[config.mk]
export PLATFORM = sky130hd
export DESIGN_NAME = crtc_timing
export DESIGN_NICKNAME = d
export VERILOG_FILES = /design/src/rtl/crtc_pkg.sv /design/src/rtl/crtc_regfile.sv /design/src/rtl/crtc_chargen.sv /design/src/rtl/crtc_scan.sv /design/src/rtl/crtc_timing.sv
export SDC_FILE = /design/constraint.sdc
export NUM_CORES = 1
export LEC_CHECK = 0
export BUFFER_PORTS_ARGS = -buffer_cell sky130_fd_sc_hd__clkbuf_2
export CAP_MARGIN = 25
export CORE_ASPECT_RATIO = 0.9
export CORE_UTILIZATION = 40
export CTS_BUF_LIST = sky130_fd_sc_hd__clkbuf_2
export DETAILED_ROUTE_END_ITERATION = 10
export HOLD_SLACK_MARGIN = 0.02
export SYNTH_ARGS = -nofsm -noshare
export SYNTH_HDL_FRONTEND = slang
export SYNTH_SLANG_ARGS = --single-unit
[constraint.sdc]
create_clock -name clk -period 2.7 [get_ports clk]
set_input_delay 0.135 -clock clk [delete_from_list [all_inputs] [get_ports clk]]
set_output_delay 0.135 -clock clk [all_outputs]
set_load 0.03 [all_outputs]
[src/rtl/crtc_pkg.sv]
package crtc_pkg;

   localparam int NUM_REGS = 25;
   localparam int IDX_W    = 5;
   localparam int HCNT_W   = 9;
   localparam int VCNT_W   = 10;

   // register slots whose positions are decoded by the field assembly
   localparam int RG_HTOT = 0;
   localparam int RG_HDE  = 1;
   localparam int RG_HBS  = 2;
   localparam int RG_HBE  = 3;
   localparam int RG_HSS  = 4;
   localparam int RG_HSE  = 5;
   localparam int RG_VTOT = 6;
   localparam int RG_OVF  = 7;
   localparam int RG_OVF2 = 9;
   localparam int RG_VRS  = 16;
   localparam int RG_VRE  = 17;
   localparam int RG_VDE  = 18;
   localparam int RG_VBS  = 21;
   localparam int RG_VBE  = 22;
   localparam int RG_LCMP = 24;
   localparam int LOCK_LAST = 7;
   localparam int LOCK_BIT  = 7;

   typedef struct packed {
      logic [7:0] htotal;
      logic [7:0] hde;
      logic [7:0] hbs;
      logic [5:0] hbe;
      logic [7:0] hss;
      logic [4:0] hse;
      logic [9:0] vt;
      logic [9:0] vrs;
      logic [3:0] vre;
      logic [9:0] vde;
      logic [9:0] vbs;
      logic [7:0] vbe;
      logic [9:0] lcmp;
   } crtc_fields_t;

endpackage

[src/rtl/crtc_regfile.sv]
module crtc_regfile
   import crtc_pkg::*;
(
   input  logic             clk,
   input  logic             rst_n,
   input  logic             sel,
   input  logic             we,
   input  logic [7:0]       wdata,
   output logic [7:0]       rdata,
   output logic [IDX_W-1:0] idx_q,
   output logic             lock,
   output crtc_fields_t     fields
);

   logic [7:0] regs [NUM_REGS];
   logic       idx_ok;

   assign idx_ok = idx_q < IDX_W'(NUM_REGS);
   assign lock   = regs[RG_VRE][LOCK_BIT];

   always_ff @(posedge clk or negedge rst_n) begin
      if (!rst_n)
         idx_q <= '0;
      else if (we && !sel)
         idx_q <= wdata[IDX_W-1:0];
   end

   for (genvar g = 0; g < NUM_REGS; g++) begin : g_slot
      localparam bit GUARDED = (g <= LOCK_LAST);
      logic [7:0] q;
      logic       hit;
      assign hit = we && sel && (idx_q == IDX_W'(g)) && !(GUARDED && lock);
      always_ff @(posedge clk or negedge rst_n) begin
         if (!rst_n)
            q <= '0;
         else if (hit)
            q <= wdata;
      end
      assign regs[g] = q;
   end

   always_comb begin
      if (!sel)
         rdata = 8'(idx_q);
      else if (idx_ok)
         rdata = regs[idx_q];
      else
         rdata = 8'h00;
   end

   // gather split timing fields from their overflow pieces
   always_comb begin
      fields.htotal = regs[RG_HTOT];
      fields.hde    = regs[RG_HDE];
      fields.hbs    = regs[RG_HBS];
      fields.hbe    = {regs[RG_HSE][7], regs[RG_HBE][4:0]};
      fields.hss    = regs[RG_HSS];
      fields.hse    = regs[RG_HSE][4:0];
      fields.vt     = {regs[RG_OVF][5], regs[RG_OVF][0], regs[RG_VTOT]};
      fields.vrs    = {regs[RG_OVF][7], regs[RG_OVF][2], regs[RG_VRS]};
      fields.vre    = regs[RG_VRE][3:0];
      fields.vde    = {regs[RG_OVF][6], regs[RG_OVF][1], regs[RG_VDE]};
      fields.vbs    = {regs[RG_OVF2][5], regs[RG_OVF][3], regs[RG_VBS]};
      fields.vbe    = regs[RG_VBE];
      fields.lcmp   = {regs[RG_OVF2][6], regs[RG_OVF][4], regs[RG_LCMP]};
   end

endmodule

[src/rtl/crtc_chargen.sv]
module crtc_chargen #(
   parameter int CHAR_PIX = 8
) (
   input  logic clk,
   input  logic rst_n,
   output logic char_ce
);

   if (CHAR_PIX == 1) begin : g_every
      assign char_ce = 1'b1;
   end else begin : g_div
      localparam int PIX_W = $clog2(CHAR_PIX);
      logic [PIX_W-1:0] cnt;
      logic             last;
      assign last = (cnt == PIX_W'(CHAR_PIX - 1));
      always_ff @(posedge clk or negedge rst_n) begin
         if (!rst_n)
            cnt <= '0;
         else if (last)
            cnt <= '0;
         else
            cnt <= cnt + 1'b1;
      end
      assign char_ce = last;
   end

endmodule

[src/rtl/crtc_scan.sv]
module crtc_scan
   import crtc_pkg::*;
(
   input  logic              clk,
   input  logic              rst_n,
   input  logic              char_ce,
   input  logic [7:0]        htotal,
   input  logic [7:0]        hbs,
   input  logic [5:0]        hbe,
   input  logic [7:0]        hss,
   input  logic [4:0]        hse,
   input  logic [9:0]        vt,
   input  logic [9:0]        vrs,
   input  logic [3:0]        vre,
   input  logic [9:0]        vbs,
   input  logic [7:0]        vbe,
   output logic [HCNT_W-1:0] hcnt,
   output logic [VCNT_W-1:0] vcnt,
   output logic              hsync,
   output logic              hblank,
   output logic              vsync,
   output logic              vblank
);

   logic [HCNT_W-1:0] hlast, hnext, hb_at;
   logic [VCNT_W:0]   vlast;
   logic [VCNT_W-1:0] vnext;
   logic              hwrap, vwrap;

   assign hlast = HCNT_W'(htotal) + HCNT_W'(4);
   assign hb_at = HCNT_W'(hbs) + HCNT_W'(1);
   assign hwrap = (hcnt >= hlast);
   assign hnext = hwrap ? '0 : hcnt + 1'b1;

   assign vlast = (VCNT_W+1)'(vt) + (VCNT_W+1)'(1);
   assign vwrap = ({1'b0, vcnt} >= vlast);
   assign vnext = vwrap ? '0 : vcnt + 1'b1;

   always_ff @(posedge clk or negedge rst_n) begin
      if (!rst_n) begin
         hcnt   <= '0;
         hsync  <= 1'b0;
         hblank <= 1'b0;
      end else if (char_ce) begin
         hcnt <= hnext;
         if (hnext == HCNT_W'(hss))
            hsync <= 1'b1;
         else if (hnext[4:0] == hse)
            hsync <= 1'b0;
         if (hnext == hb_at)
            hblank <= 1'b1;
         else if (hnext[5:0] == hbe)
            hblank <= 1'b0;
      end
   end

   always_ff @(posedge clk or negedge rst_n) begin
      if (!rst_n) begin
         vcnt   <= '0;
         vsync  <= 1'b0;
         vblank <= 1'b0;
      end else if (char_ce && hwrap) begin
         vcnt <= vnext;
         if (vnext == vrs)
            vsync <= 1'b1;
         else if (vnext[3:0] == vre)
            vsync <= 1'b0;
         if (vnext == vbs)
            vblank <= 1'b1;
         else if (vnext[7:0] == vbe)
            vblank <= 1'b0;
      end
   end

endmodule

[src/rtl/crtc_timing.sv]
module crtc_timing
   import crtc_pkg::*;
#(
   parameter int CHAR_PIX = 8
) (
   input  logic       clk,
   input  logic       rst_n,
   input  logic       reg_sel,
   input  logic       reg_we,
   input  logic [7:0] reg_wdata,
   output logic [7:0] reg_rdata,
   output logic       char_ce,
   output logic       hsync,
   output logic       hblank,
   output logic       vsync,
   output logic       vblank,
   output logic       disp_en,
   output logic       lcmp_hit
);

   if (CHAR_PIX < 1 || CHAR_PIX > 64) begin : g_bad_char_pix
      $error("crtc_timing: CHAR_PIX must lie in 1..64");
   end

   crtc_fields_t      fields;
   logic [IDX_W-1:0]  cur_idx;
   logic              wr_lock;
   logic [HCNT_W-1:0] hcnt;
   logic [VCNT_W-1:0] vcnt;

   crtc_regfile u_regs (
      .clk    (clk),
      .rst_n  (rst_n),
      .sel    (reg_sel),
      .we     (reg_we),
      .wdata  (reg_wdata),
      .rdata  (reg_rdata),
      .idx_q  (cur_idx),
      .lock   (wr_lock),
      .fields (fields)
   );

   crtc_chargen #(.CHAR_PIX(CHAR_PIX)) u_chargen (
      .clk     (clk),
      .rst_n   (rst_n),
      .char_ce (char_ce)
   );

   crtc_scan u_scan (
      .clk     (clk),
      .rst_n   (rst_n),
      .char_ce (char_ce),
      .htotal  (fields.htotal),
      .hbs     (fields.hbs),
      .hbe     (fields.hbe),
      .hss     (fields.hss),
      .hse     (fields.hse),
      .vt      (fields.vt),
      .vrs     (fields.vrs),
      .vre     (fields.vre),
      .vbs     (fields.vbs),
      .vbe     (fields.vbe),
      .hcnt    (hcnt),
      .vcnt    (vcnt),
      .hsync   (hsync),
      .hblank  (hblank),
      .vsync   (vsync),
      .vblank  (vblank)
   );

   assign disp_en  = (hcnt <= HCNT_W'(fields.hde)) && (vcnt <= fields.vde);
   assign lcmp_hit = (vcnt == fields.lcmp);

endmodule

# == Word level (Yosys, flattened, before mapping) ==
# Cells that the tools add are included.
# W data, S select, Z words.
# totals
ff_bits,231
elab_cells,144
# op_classes
order_cmp,6
reduce_logical,48
addsub,6
n_bitwise,1
eq_ne,34
mux,16
# ops
op,count
$eq A5 B5 Y1 const B,9
$bmux W8 S5,1
$eq A5 B4 Y1 const B,8
$logic_and A1 B1 Y1,37
$mux W8,4
$eq A10 B10 Y1,3
$eq A5 B3 Y1 const B,4
$add A10 B1 Y11 const B,1
$ge A10 B11 Y1,1
$add A10 B1 Y10 const B,1
$eq A5 B2 Y1 const B,2
$le A10 B10 Y1,1
$mux W10,1
$add A8 B1 Y9 const B,1
$add A8 B3 Y9 const B,1
$add A9 B1 Y9 const B,1
$eq A9 B8 Y1,1
$eq A9 B9 Y1,1
$ge A9 B9 Y1,1
$le A9 B8 Y1,1
$mux W9,1
$eq A8 B8 Y1,1
$mux W1,8
$reduce_and A2 Y1,4
13 further kinds,17

# == Longest topological paths before layout ==
# Gate-level depths: netlist (run 1).
# logic_depth
word_depth,6
depth_mapped,15
depth_no_buf,14

# == By module ==
# Synthesis (run 1) repeated with hierarchy kept, for this count alone.
# unflattened
cells_unflattened,1142
hier_area_um2,13738.2
# modules_own_cells
mod,cells_per_inst,n_inst,seq_area_each_um2,area_each_um2
crtc_regfile,667,1,5129.9,9949.5
crtc_scan,392,1,575.6,3105.5
crtc_timing,77,1,0.0,579.3
crtc_chargen,6,1,75.1,103.8

# == Worst setup path after synthesis (run 1) ==
# OpenSTA, ideal clock, no wires.
# synth_path
path_type,flip-flop to flip-flop
start,reg u_regs.g_slot[6].q[2]
end,reg u_scan.vsync
required_ns,2.566
stages_incl_launch_ff,15
path_buffers,0
arrival_time_ns,2.790
path_slack_ns,-0.224
cell_sequence,dfrtp_1 -> and4_4 -> nand2_1 -> nor2_1 -> nand3_1 -> xor2_1 -> ha_1 -> nand3_1 -> or3_1 -> a21oi_2 -> o21bai_4 -> a21oi_1 -> o32a_1 -> o41ai_1 -> o21ai_1
# synth_via
elab_chain_len,6
word_cells_on_any_way,8
# synth_rtl
item,line,source
"start, declared",crtc_regfile.sv:30,logic [7:0] q;
"start signal, assigned",crtc_regfile.sv:37,q <= wdata;
$add A10 B1 Y11 *,crtc_scan.sv:35,assign vlast = (VCNT_W+1)'(vt) + (VCNT_W+1)'(1);
$ge A10 B11 Y1 *,crtc_scan.sv:36,"assign vwrap = ({1'b0, vcnt} >= vlast);"
$mux W10 *,crtc_scan.sv:37,assign vnext = vwrap ? '0 : vcnt + 1'b1;
$eq A10 B10 Y1 / $eq A4 B4 Y1 (equally long branches),"crtc_scan.sv:64, crtc_scan.sv:66",
$reduce_bool A2 Y1 (no source line),n/a,
$reduce_and A2 Y1 (no source line),n/a,
"end signal, assigned",crtc_scan.sv:60,vsync <= 1'b0;
"end signal, assigned",crtc_scan.sv:65,vsync <= 1'b1;
"end signal, assigned",crtc_scan.sv:67,vsync <= 1'b0;
"end, declared",crtc_scan.sv:21,"output logic vsync,"
# Every way passes the cells marked *; elsewhere a longest branch is shown, timed or not.
# A chain may end at the register's enable or synchronous reset.

# == Worst setup path in the final report (run 1) ==
# layout_path
start,reg u_regs.idx_q[0]
end,out reg_rdata[1]
# layout_via
elab_chain_len,6
word_cells_on_any_way,7
# layout_rtl
item,line,source
"start, declared",crtc_regfile.sv:10,"output logic [IDX_W-1:0] idx_q,"
"start signal, assigned",crtc_regfile.sv:25,idx_q <= wdata[IDX_W-1:0];
$not A5 Y6 (implied by the code),crtc_regfile.sv:46,rdata = regs[idx_q];
$bmux W8 S5,crtc_regfile.sv:46,
$mux W8 (implied by the code) (2 in a row),crtc_regfile.sv:46,
$mux W8 *,crtc_regfile.sv:45,else if (idx_ok)
$mux W8 *,crtc_regfile.sv:43,if (!sel)
"end, declared",crtc_timing.sv:11,"output logic [7:0] reg_rdata,"
# Every way passes the cells marked *; elsewhere a longest branch is shown, timed or not. The select of a mux whose other input is x is not followed.

==> flow_summary.json, run 1 <==
{
  "run_status": "finished with violations",
  "failing_checks": "setup timing",
  "post-route-drc-count": 0,
  "setup_viol": 20,
  "antenna_violations_before_repair": 2,
  "number_of_sinks_handled_by_clock_tree_synthesis": 231,
  "finalInstanceArea_sq_um": 16000,
  "rr_endpoint": "u_scan.vsync",
  "report.final.slew_viol_count": 0,
  "overflow": 0,
  "synth.most_common_cell": "sky130_fd_sc_hd__dfrtp_1",
  "clkLatencyLatePin_ns": 0.92,
  "cts_buffers": 61,
  "initial_utilization": 0.409,
  "cts_tree": "done",
  "synth_area_sq_um": 13100,
  "worst_slack_ns": -0.650,
  "clkTransAtPathRegs_ns": 0.09,
  "drt_iter0_markers": 856,
  "worstSetupStartpointType": "register",
  "synth_largest_type_area_fraction": 0.440,
  "detail_route.wirelength_um": 38300,
  "final_cell_count_no_fill": 1742,
  "worstPathMaxFanout": 5,
  "regToRegStartpoint": "u_regs.g_slot[6].q[4]",
  "post_synthesis_sequential_element_count": 231,
  "holdCritStartpoint": "reg_wdata[7]",
  "hpwl_um": 26800,
  "first_drt_pass_iteration_count": 5,
  "boundaryPins": 27,
  "vdd.ir_drop.worst_uv": 466,
  "pwr-share-seq": 0.389,
  "average_cell_area_after_synthesis_sq_um": 12.0,
  "post_route_cells_drive_above_1_share": 0.452,
  "synthArstFlopShare": 1.00,
  "holdPathStages": 4,
  "synth_simple_gate_area_frac": 0.0891,
  "port-buffer-count": 26,
  "min_path_type": "in2reg",
  "criticalPathCategory": "reg2out",
  "max-clock-path-buffers": 3,
  "chipHeight_um": 174,
  "synth-main-ff-cell": "sky130_fd_sc_hd__dfrtp_1",
  "dpl_worst_slack_ns": -0.292,
  "area_of_the_multi_input_gates_sq_um": 7290,
  "critPathRequiredTime_ns": 2.57,
  "synth_top_family_by_area": "multiplexers",
  "power.combinational.fraction": 0.437,
  "ant_nets": 0,
  "holdPathEnd": "u_regs.g_slot[1].q[7]",
  "largest_net_degree_at_the_start_of_global_routing": 64,
  "postPlaceCellArea_sq_um": 14500,
  "grt_use_total": 0.235,
  "synthesis.nets": 1148,
  "dpl.cell_count": 1593,
  "clock-root-buffer": "sky130_fd_sc_hd__clkbuf_2",
  "cts_max_level": 2,
  "pwr-share-clk": 0.174,
  "wire_length_of_the_first_global_routing_pass_um": 59400,
  "cellInternalPower_mw": 8.50,
  "timing.final.crit_period_ns": 3.35,
  "timing.max_slew.rel_slack": 0.450,
  "timing.clock.skew_ns": 0.0818,
  "core_region_area_sq_um": 32100,
  "grt_setup_unrepaired": "true",
  "synthCells": 1092,
  "detail_route.vias_per_cell": 5.70,
  "finalHoldViolations": 0,
  "number_of_flops_mapped_to_enable_cells_by_yosys": 0,
  "cellPowerDensity_nw_per_um2": 862,
  "max_clock_freq_ghz": 0.298,
  "worst-r2r-cell-count": 13,
  "gp_congestion": 0.906,
  "area_growth_syn_to_layout_pct": 21.5,
  "placement_rows": 62,
  "yosys.area_share.adder": 0.0419,
  "power_switching_mw": 5.24,
  "leakagePower_nw": 7.29,
  "synth_cell_types": 67,
  "num_vias": 9937,
  "fillCellCount": 2938,
  "timing.reg2reg.setup_slack_ns": -0.30,
  "finalHoldWorstSlack_ns": 0.374,
  "yosys_warnings": 0,
  "tightestPinTransition_ns": 0.820,
  "worst_ep_arrival_time_ns": 3.22,
  "sw_ratio": 0.382,
  "drv_cap": 0,
  "synth_sequential_area_ratio": 0.440,
  "synth_area_leader_cell": "sky130_fd_sc_hd__dfrtp_1",
  "area_taken_by_flip_flops_and_latches_sq_um": 5790,
  "setup.worst_path.end_class": "output pin",
  "die_w_um": 193,
  "synth_xor_area_frac": 0.0467,
  "yosys-top-cells-area": "sky130_fd_sc_hd__dfrtp_1, sky130_fd_sc_hd__mux2_2, sky130_fd_sc_hd__mux4_2",
  "number_of_global_route_vias_before_repair": 9949,
  "design.die.area_sq_um": 33500,
  "num-nets-final": 1341,
  "post_synth_most_frequent_cells": "sky130_fd_sc_hd__dfrtp_1, sky130_fd_sc_hd__mux2_2, sky130_fd_sc_hd__nand2_1",
  "synth_mux_area_frac": 0.270,
  "synth_compound_area_frac": 0.0799,
  "final_clock_period_utilization_by_the_worst_path": 1.24,
  "route.detailed.wl_per_inst_um": 22.0
}
## worst max path at each step
stage | slack, ns | cells after the start | from | to
6_report | -0.65 | 7 | u_regs.idx_q[0] | reg_rdata[1]
5_1_grt | -0.76 | 14 | u_scan.hcnt[0] | disp_en
3_3_place_gp | -0.23 | 12 | u_regs.g_slot[6].q[0] | u_scan.vblank
4_1_cts | -0.72 | 7 | u_regs.idx_q[0] | reg_rdata[0]
2_1_floorplan | -0.18 | 14 | u_regs.g_slot[6].q[2] | u_scan.vsync
3_5_place_dp | -0.29 | 13 | u_regs.g_slot[6].q[0] | u_scan.vsync
## sequential cells by signal (all words and copies together) (netlist names)
register / flops
u_chargen.g_div.cnt: 3
u_regs.g_slot.q: 200
u_regs.idx_q: 5
u_scan.hblank: 1
u_scan.hcnt: 9
u_scan.hsync: 1
u_scan.vblank: 1
u_scan.vcnt: 10
u_scan.vsync: 1
## routing by layer
metal / vias to the layer above / global-route usage / part of all wire
met1: 5084 / 0.348 / 0.46
li1: 4467 / - / -
met3: 54 / 0.0494 / 0.070
met5: - / 0 / 0
met4: 0 / 0.0628 / 0.018
met2: 332 / 0.349 / 0.45
## cell families after synthesis
family / count (synthesis)
flip-flops: 231
buffers and inverters: 100
multiplexers: 260
adder cells (fa/ha/maj): 44
AND/OR/NAND/NOR: 233
AO/OA/AOI/OAI: 154
XOR/XNOR: 70
## power groups by stage
stage	Clock, mW	Sequential, mW	Combinational, mW
after floorplan	0	5.04	3.53
after global placement	0	5.34	5.00
after detailed placement	0	5.36	5.07
after CTS	2.47	5.30	5.52
after global routing	2.66	5.45	6.48
final	2.39	5.35	6.01
## cell type report
type | instances | share of cell area
clock buffer | 93 | 0.0292
tap | 416 | 0.0326
inverter | 42 | 0.00988
sequential | 231 | 0.363
multi-input combinational | 762 | 0.457
antenna | 1 | 0.000157
timing repair buffer | 187 | 0.105
clock inverter | 10 | 0.00314
## worst max-delay path: stages, from the launching register on
cell                      delay, ns
sky130_fd_sc_hd__dfrtp_4       0.51
sky130_fd_sc_hd__buf_12        0.16
sky130_fd_sc_hd__buf_6         0.13
sky130_fd_sc_hd__mux4_2        0.50
sky130_fd_sc_hd__mux4_2        0.51
sky130_fd_sc_hd__mux2i_1       0.20
sky130_fd_sc_hd__o22ai_2       0.12
sky130_fd_sc_hd__buf_6         0.18
## placed cells by master (no fill, tap or decap), types with 14 or more instances in the layout
| cell type | Yosys | routed |
|---|---|---|
| sky130_fd_sc_hd__buf_6 | 2 | 27 |
| sky130_fd_sc_hd__o21ai_0 | 40 | 31 |
| sky130_fd_sc_hd__clkbuf_2 | 1 | 108 |
| sky130_fd_sc_hd__nand2_1 | 76 | 69 |
| sky130_fd_sc_hd__nand4_1 | 16 | 16 |
| sky130_fd_sc_hd__inv_1 | 42 | 41 |
| sky130_fd_sc_hd__mux4_2 | 54 | 56 |
| sky130_fd_sc_hd__mux2_2 | 191 | 189 |
| sky130_fd_sc_hd__xor2_1 | 38 | 38 |
| sky130_fd_sc_hd__nor2_1 | 44 | 39 |
| sky130_fd_sc_hd__dfrtp_1 | 231 | 227 |
| sky130_fd_sc_hd__xnor2_1 | 32 | 30 |
| sky130_fd_sc_hd__nand3_1 | 34 | 32 |
| sky130_fd_sc_hd__dlygate4sd3_1 | 0 | 14 |
| sky130_fd_sc_hd__buf_4 | 3 | 113 |
| sky130_fd_sc_hd__ha_1 | 44 | 41 |
## through the flow
step | utilization | TNS, ns | power (mW)
2_1_floorplan | - | -0.356 | 8.56
3_3_place_gp | 0.451 | -0.994 | 10.3
3_5_place_dp | 0.451 | -1.74 | 10.4
4_1_cts | 0.483 | -7.21 | 13.3
5_1_grt | 0.497 | -9.74 | 14.6
6_report | 0.497 | -6.90 | 13.7
## what timing repair did
item	4_1_cts	5_1_grt
gates resized for setup	55	82
hold buffers	15	0
endpoints found under the setup margin	23	28
pin swaps	18	36
setup buffers	17	15
cloned	2	0
hold endpoints to repair	369	0
No activity file was read; power rests on OpenSTA's default activity.
==> run 2: changes to the inputs <==
Settings changed: GPL_TIMING_DRIVEN set to 0, SYNTH_HIERARCHICAL set to 1.
==> flow_summary.json, run 2 <==
{
  "worst_slack_ns": -0.422,
  "detailroute.wirelength.met3_um": 2610,
  "top_layer": "met4",
  "synth_compound_area_frac": 0.0739,
  "cts_buffers": 66,
  "min_path_type": "in2reg",
  "synth_mux_area_frac": 0.256,
  "post-route-drc-count": 1,
  "regToRegStartpoint": "u_regs/g_slot[0].q[2]",
  "antenna_violations_before_repair": 2,
  "yosys.area_share.adder": 0.0401,
  "design.die.area_sq_um": 35100,
  "largest_register_ff_count": 200,
  "synthesis.nets": 1198,
  "setup_viol": 23,
  "clkLatencyLatePin_ns": 0.85,
  "boundaryPins": 27,
  "holdCritStartpoint": "reg_wdata[4]",
  "setup.worst_path.end_class": "register",
  "routed-wl-met2_um": 20000,
  "dpl_worst_slack_ns": -0.949,
  "tightestPinTransition_ns": 1.00,
  "timing.max_slew.rel_slack": 0.328,
  "gp_congestion": 0.910,
  "synth.most_common_cell": "sky130_fd_sc_hd__dfrtp_1",
  "synth_cell_types": 85,
  "largest_net_degree_at_the_start_of_global_routing": 110,
  "grt_setup_unrepaired": "true",
  "port-buffer-count": 25,
  "biggestRegsByFlops": "u_regs/g_slot.q x200, u_scan/vcnt x10, u_scan/hcnt x9",
  "synth_simple_gate_area_frac": 0.112,
  "synthArstFlopShare": 1.00,
  "worstSetupStartpointType": "register",
  "overflow": 0,
  "finalHoldViolations": 0,
  "synth_area_leader_cell": "sky130_fd_sc_hd__dfrtp_1",
  "synth_area_sq_um": 13700,
  "synth_sequential_area_ratio": 0.421,
  "max-clock-path-buffers": 3,
  "ant_nets": 0,
  "post_synthesis_sequential_element_count": 231,
  "area_growth_syn_to_layout_pct": 23.1,
  "core_region_area_sq_um": 33900,
  "vdd.ir_drop.worst_uv": 426,
  "number_of_sinks_handled_by_clock_tree_synthesis": 231,
  "final_clock_period_utilization_by_the_worst_path": 1.16,
  "detail_route.wirelength_um": 43300,
  "initial_utilization": 0.406,
  "grt_use_total": 0.253,
  "yosys-top-cells-area": "sky130_fd_sc_hd__dfrtp_1, sky130_fd_sc_hd__mux2_2, sky130_fd_sc_hd__mux4_2",
  "cts_max_level": 3,
  "post_synth_most_frequent_cells": "sky130_fd_sc_hd__dfrtp_1, sky130_fd_sc_hd__mux2_2, sky130_fd_sc_hd__nand2_1",
  "synthCells": 1142,
  "tns_ns": -5.16,
  "drt-met1-wl_um": 19600,
  "criticalPathCategory": "reg2reg",
  "post_route_cells_drive_above_1_share": 0.464,
  "finalInstanceArea_sq_um": 16900,
  "number_of_flops_mapped_to_enable_cells_by_yosys": 0,
  "num-nets-final": 1371,
  "most-common-layout-cells": "sky130_fd_sc_hd__dfrtp_1, sky130_fd_sc_hd__mux2_2, sky130_fd_sc_hd__clkbuf_2",
  "synth_largest_type_area_fraction": 0.421,
  "synth_xor_area_frac": 0.0516,
  "timing.clock.skew_ns": 0.0559,
  "clkTransAtPathRegs_ns": 0.09,
  "chipHeight_um": 178,
  "clock-root-buffer": "sky130_fd_sc_hd__clkbuf_2",
  "drv_cap": 0,
  "first_drt_pass_iteration_count": 8,
  "yosys_warnings": 6,
  "finalHoldWorstSlack_ns": 0.243,
  "critPathRequiredTime_ns": 3.44,
  "synth_top_family_by_area": "multiplexers",
  "die_w_um": 197,
  "wire_length_of_the_first_global_routing_pass_um": 65600,
  "setup.worst_path.start": "u_regs/g_slot[0].q[2]",
  "final_cell_count_no_fill": 1820,
  "drt_iter0_markers": 832,
  "average_cell_area_after_synthesis_sq_um": 12.0,
  "worstPathMaxFanout": 5,
  "num_vias": 10400,
  "cellPowerDensity_nw_per_um2": 880,
  "max_flop_register": "u_regs/g_slot.q",
  "number_of_global_route_vias_before_repair": 10400,
  "mostFrequentLayoutCell": "sky130_fd_sc_hd__dfrtp_1",
  "dpl.cell_count": 1631,
  "max_clock_freq_ghz": 0.320,
  "run_status": "finished with violations",
  "hpwl_um": 29600,
  "synth-main-ff-cell": "sky130_fd_sc_hd__dfrtp_1",
  "failing_checks": "DRC, setup timing",
  "worst_ep_arrival_time_ns": 3.86,
  "leakagePower_nw": 7.64,
  "cts_tree": "done",
  "placement_rows": 64,
  "report.final.slew_viol_count": 0,
  "detail_route.vias_per_cell": 5.73,
  "timing.final.crit_period_ns": 3.12,
  "route.detailed.wl_per_inst_um": 23.8,
  "postPlaceCellArea_sq_um": 14600
}
run 2: layout make-up:
class / count / area, sq um
Antenna cell: 1 / 2.50
Buffer: 76 / 628
Clock buffer: 94 / 470
Clock inverter: 16 / 139
Fill cell: 3040 / 17000
Inverter: 37 / 150
Multi-Input combinational cell: 794 / 8040
Sequential cell: 231 / 5800
Tap cell: 462 / 578
Timing Repair Buffer: 109 / 1100
run 2: critical path, stage by stage, from the launching register on:
cell	delay, ns
sky130_fd_sc_hd__dfrtp_2	0.45
sky130_fd_sc_hd__buf_4	0.15
sky130_fd_sc_hd__buf_4	0.13
sky130_fd_sc_hd__ha_1	0.20
sky130_fd_sc_hd__or4_4	0.53
sky130_fd_sc_hd__a21oi_4	0.17
sky130_fd_sc_hd__buf_4	0.14
sky130_fd_sc_hd__o311ai_4	0.15
sky130_fd_sc_hd__xnor2_1	0.19
sky130_fd_sc_hd__or4b_4	0.56
sky130_fd_sc_hd__o41ai_2	0.34
run 2: power breakdown:
group	internal, mW	switching (mW)
combinational	3.48	3.32
sequential	4.40	0.989
clock	1.21	1.49
total	9.08	5.80
run 2: cells by family after synthesis:
family,count (synthesis)
xor gates and xnor gates,81
muxes,272
DFF,231
adders and majority gates,44
AOI/OAI and AO/OA,138
and+or+nand+nor,259
buffers and inverters,117
run 2: worst paths after layout:
path                                          end  slack, ns  cells past startpoint
max in group asynchronous  u_regs/g_slot[11].q[1]       1.32                      5
max                                 u_scan/hblank      -0.42                     10
min reg2reg                u_chargen/g_div.cnt[0]       0.44                      1
min                        u_regs/g_slot[17].q[4]       0.24                      3
min in group asynchronous          u_scan/vcnt[5]       0.35                      4
max reg2reg                         u_scan/hblank      -0.42                     10
run 2: repair_timing:
item | CTS | global route
endpoints found under the hold margin | 183 | 0
resized for setup | 186 | 65
buffers inserted | 54 | 11
cloned | 3 | 1
pin swaps | 53 | 43
hold buffers | 13 | 0
setup endpoints to repair | 28 | 25
run 2: layer usage:
layer,GRT usage,vias to the layer above
met5,0,-
met1,0.359,5363
li1,-,4595
met3,0.0448,88
met4,0.0888,0
met2,0.389,374
run 2: through the flow:
| stage | power (mW) | util |
|---|---|---|
| global placement | 10.4 | 0.428 |
| floorplan | 8.92 | - |
| CTS | 14.5 | 0.489 |
| detailed placement | 10.5 | 0.430 |
| finish | 14.9 | 0.499 |
| global route | 15.7 | 0.499 |
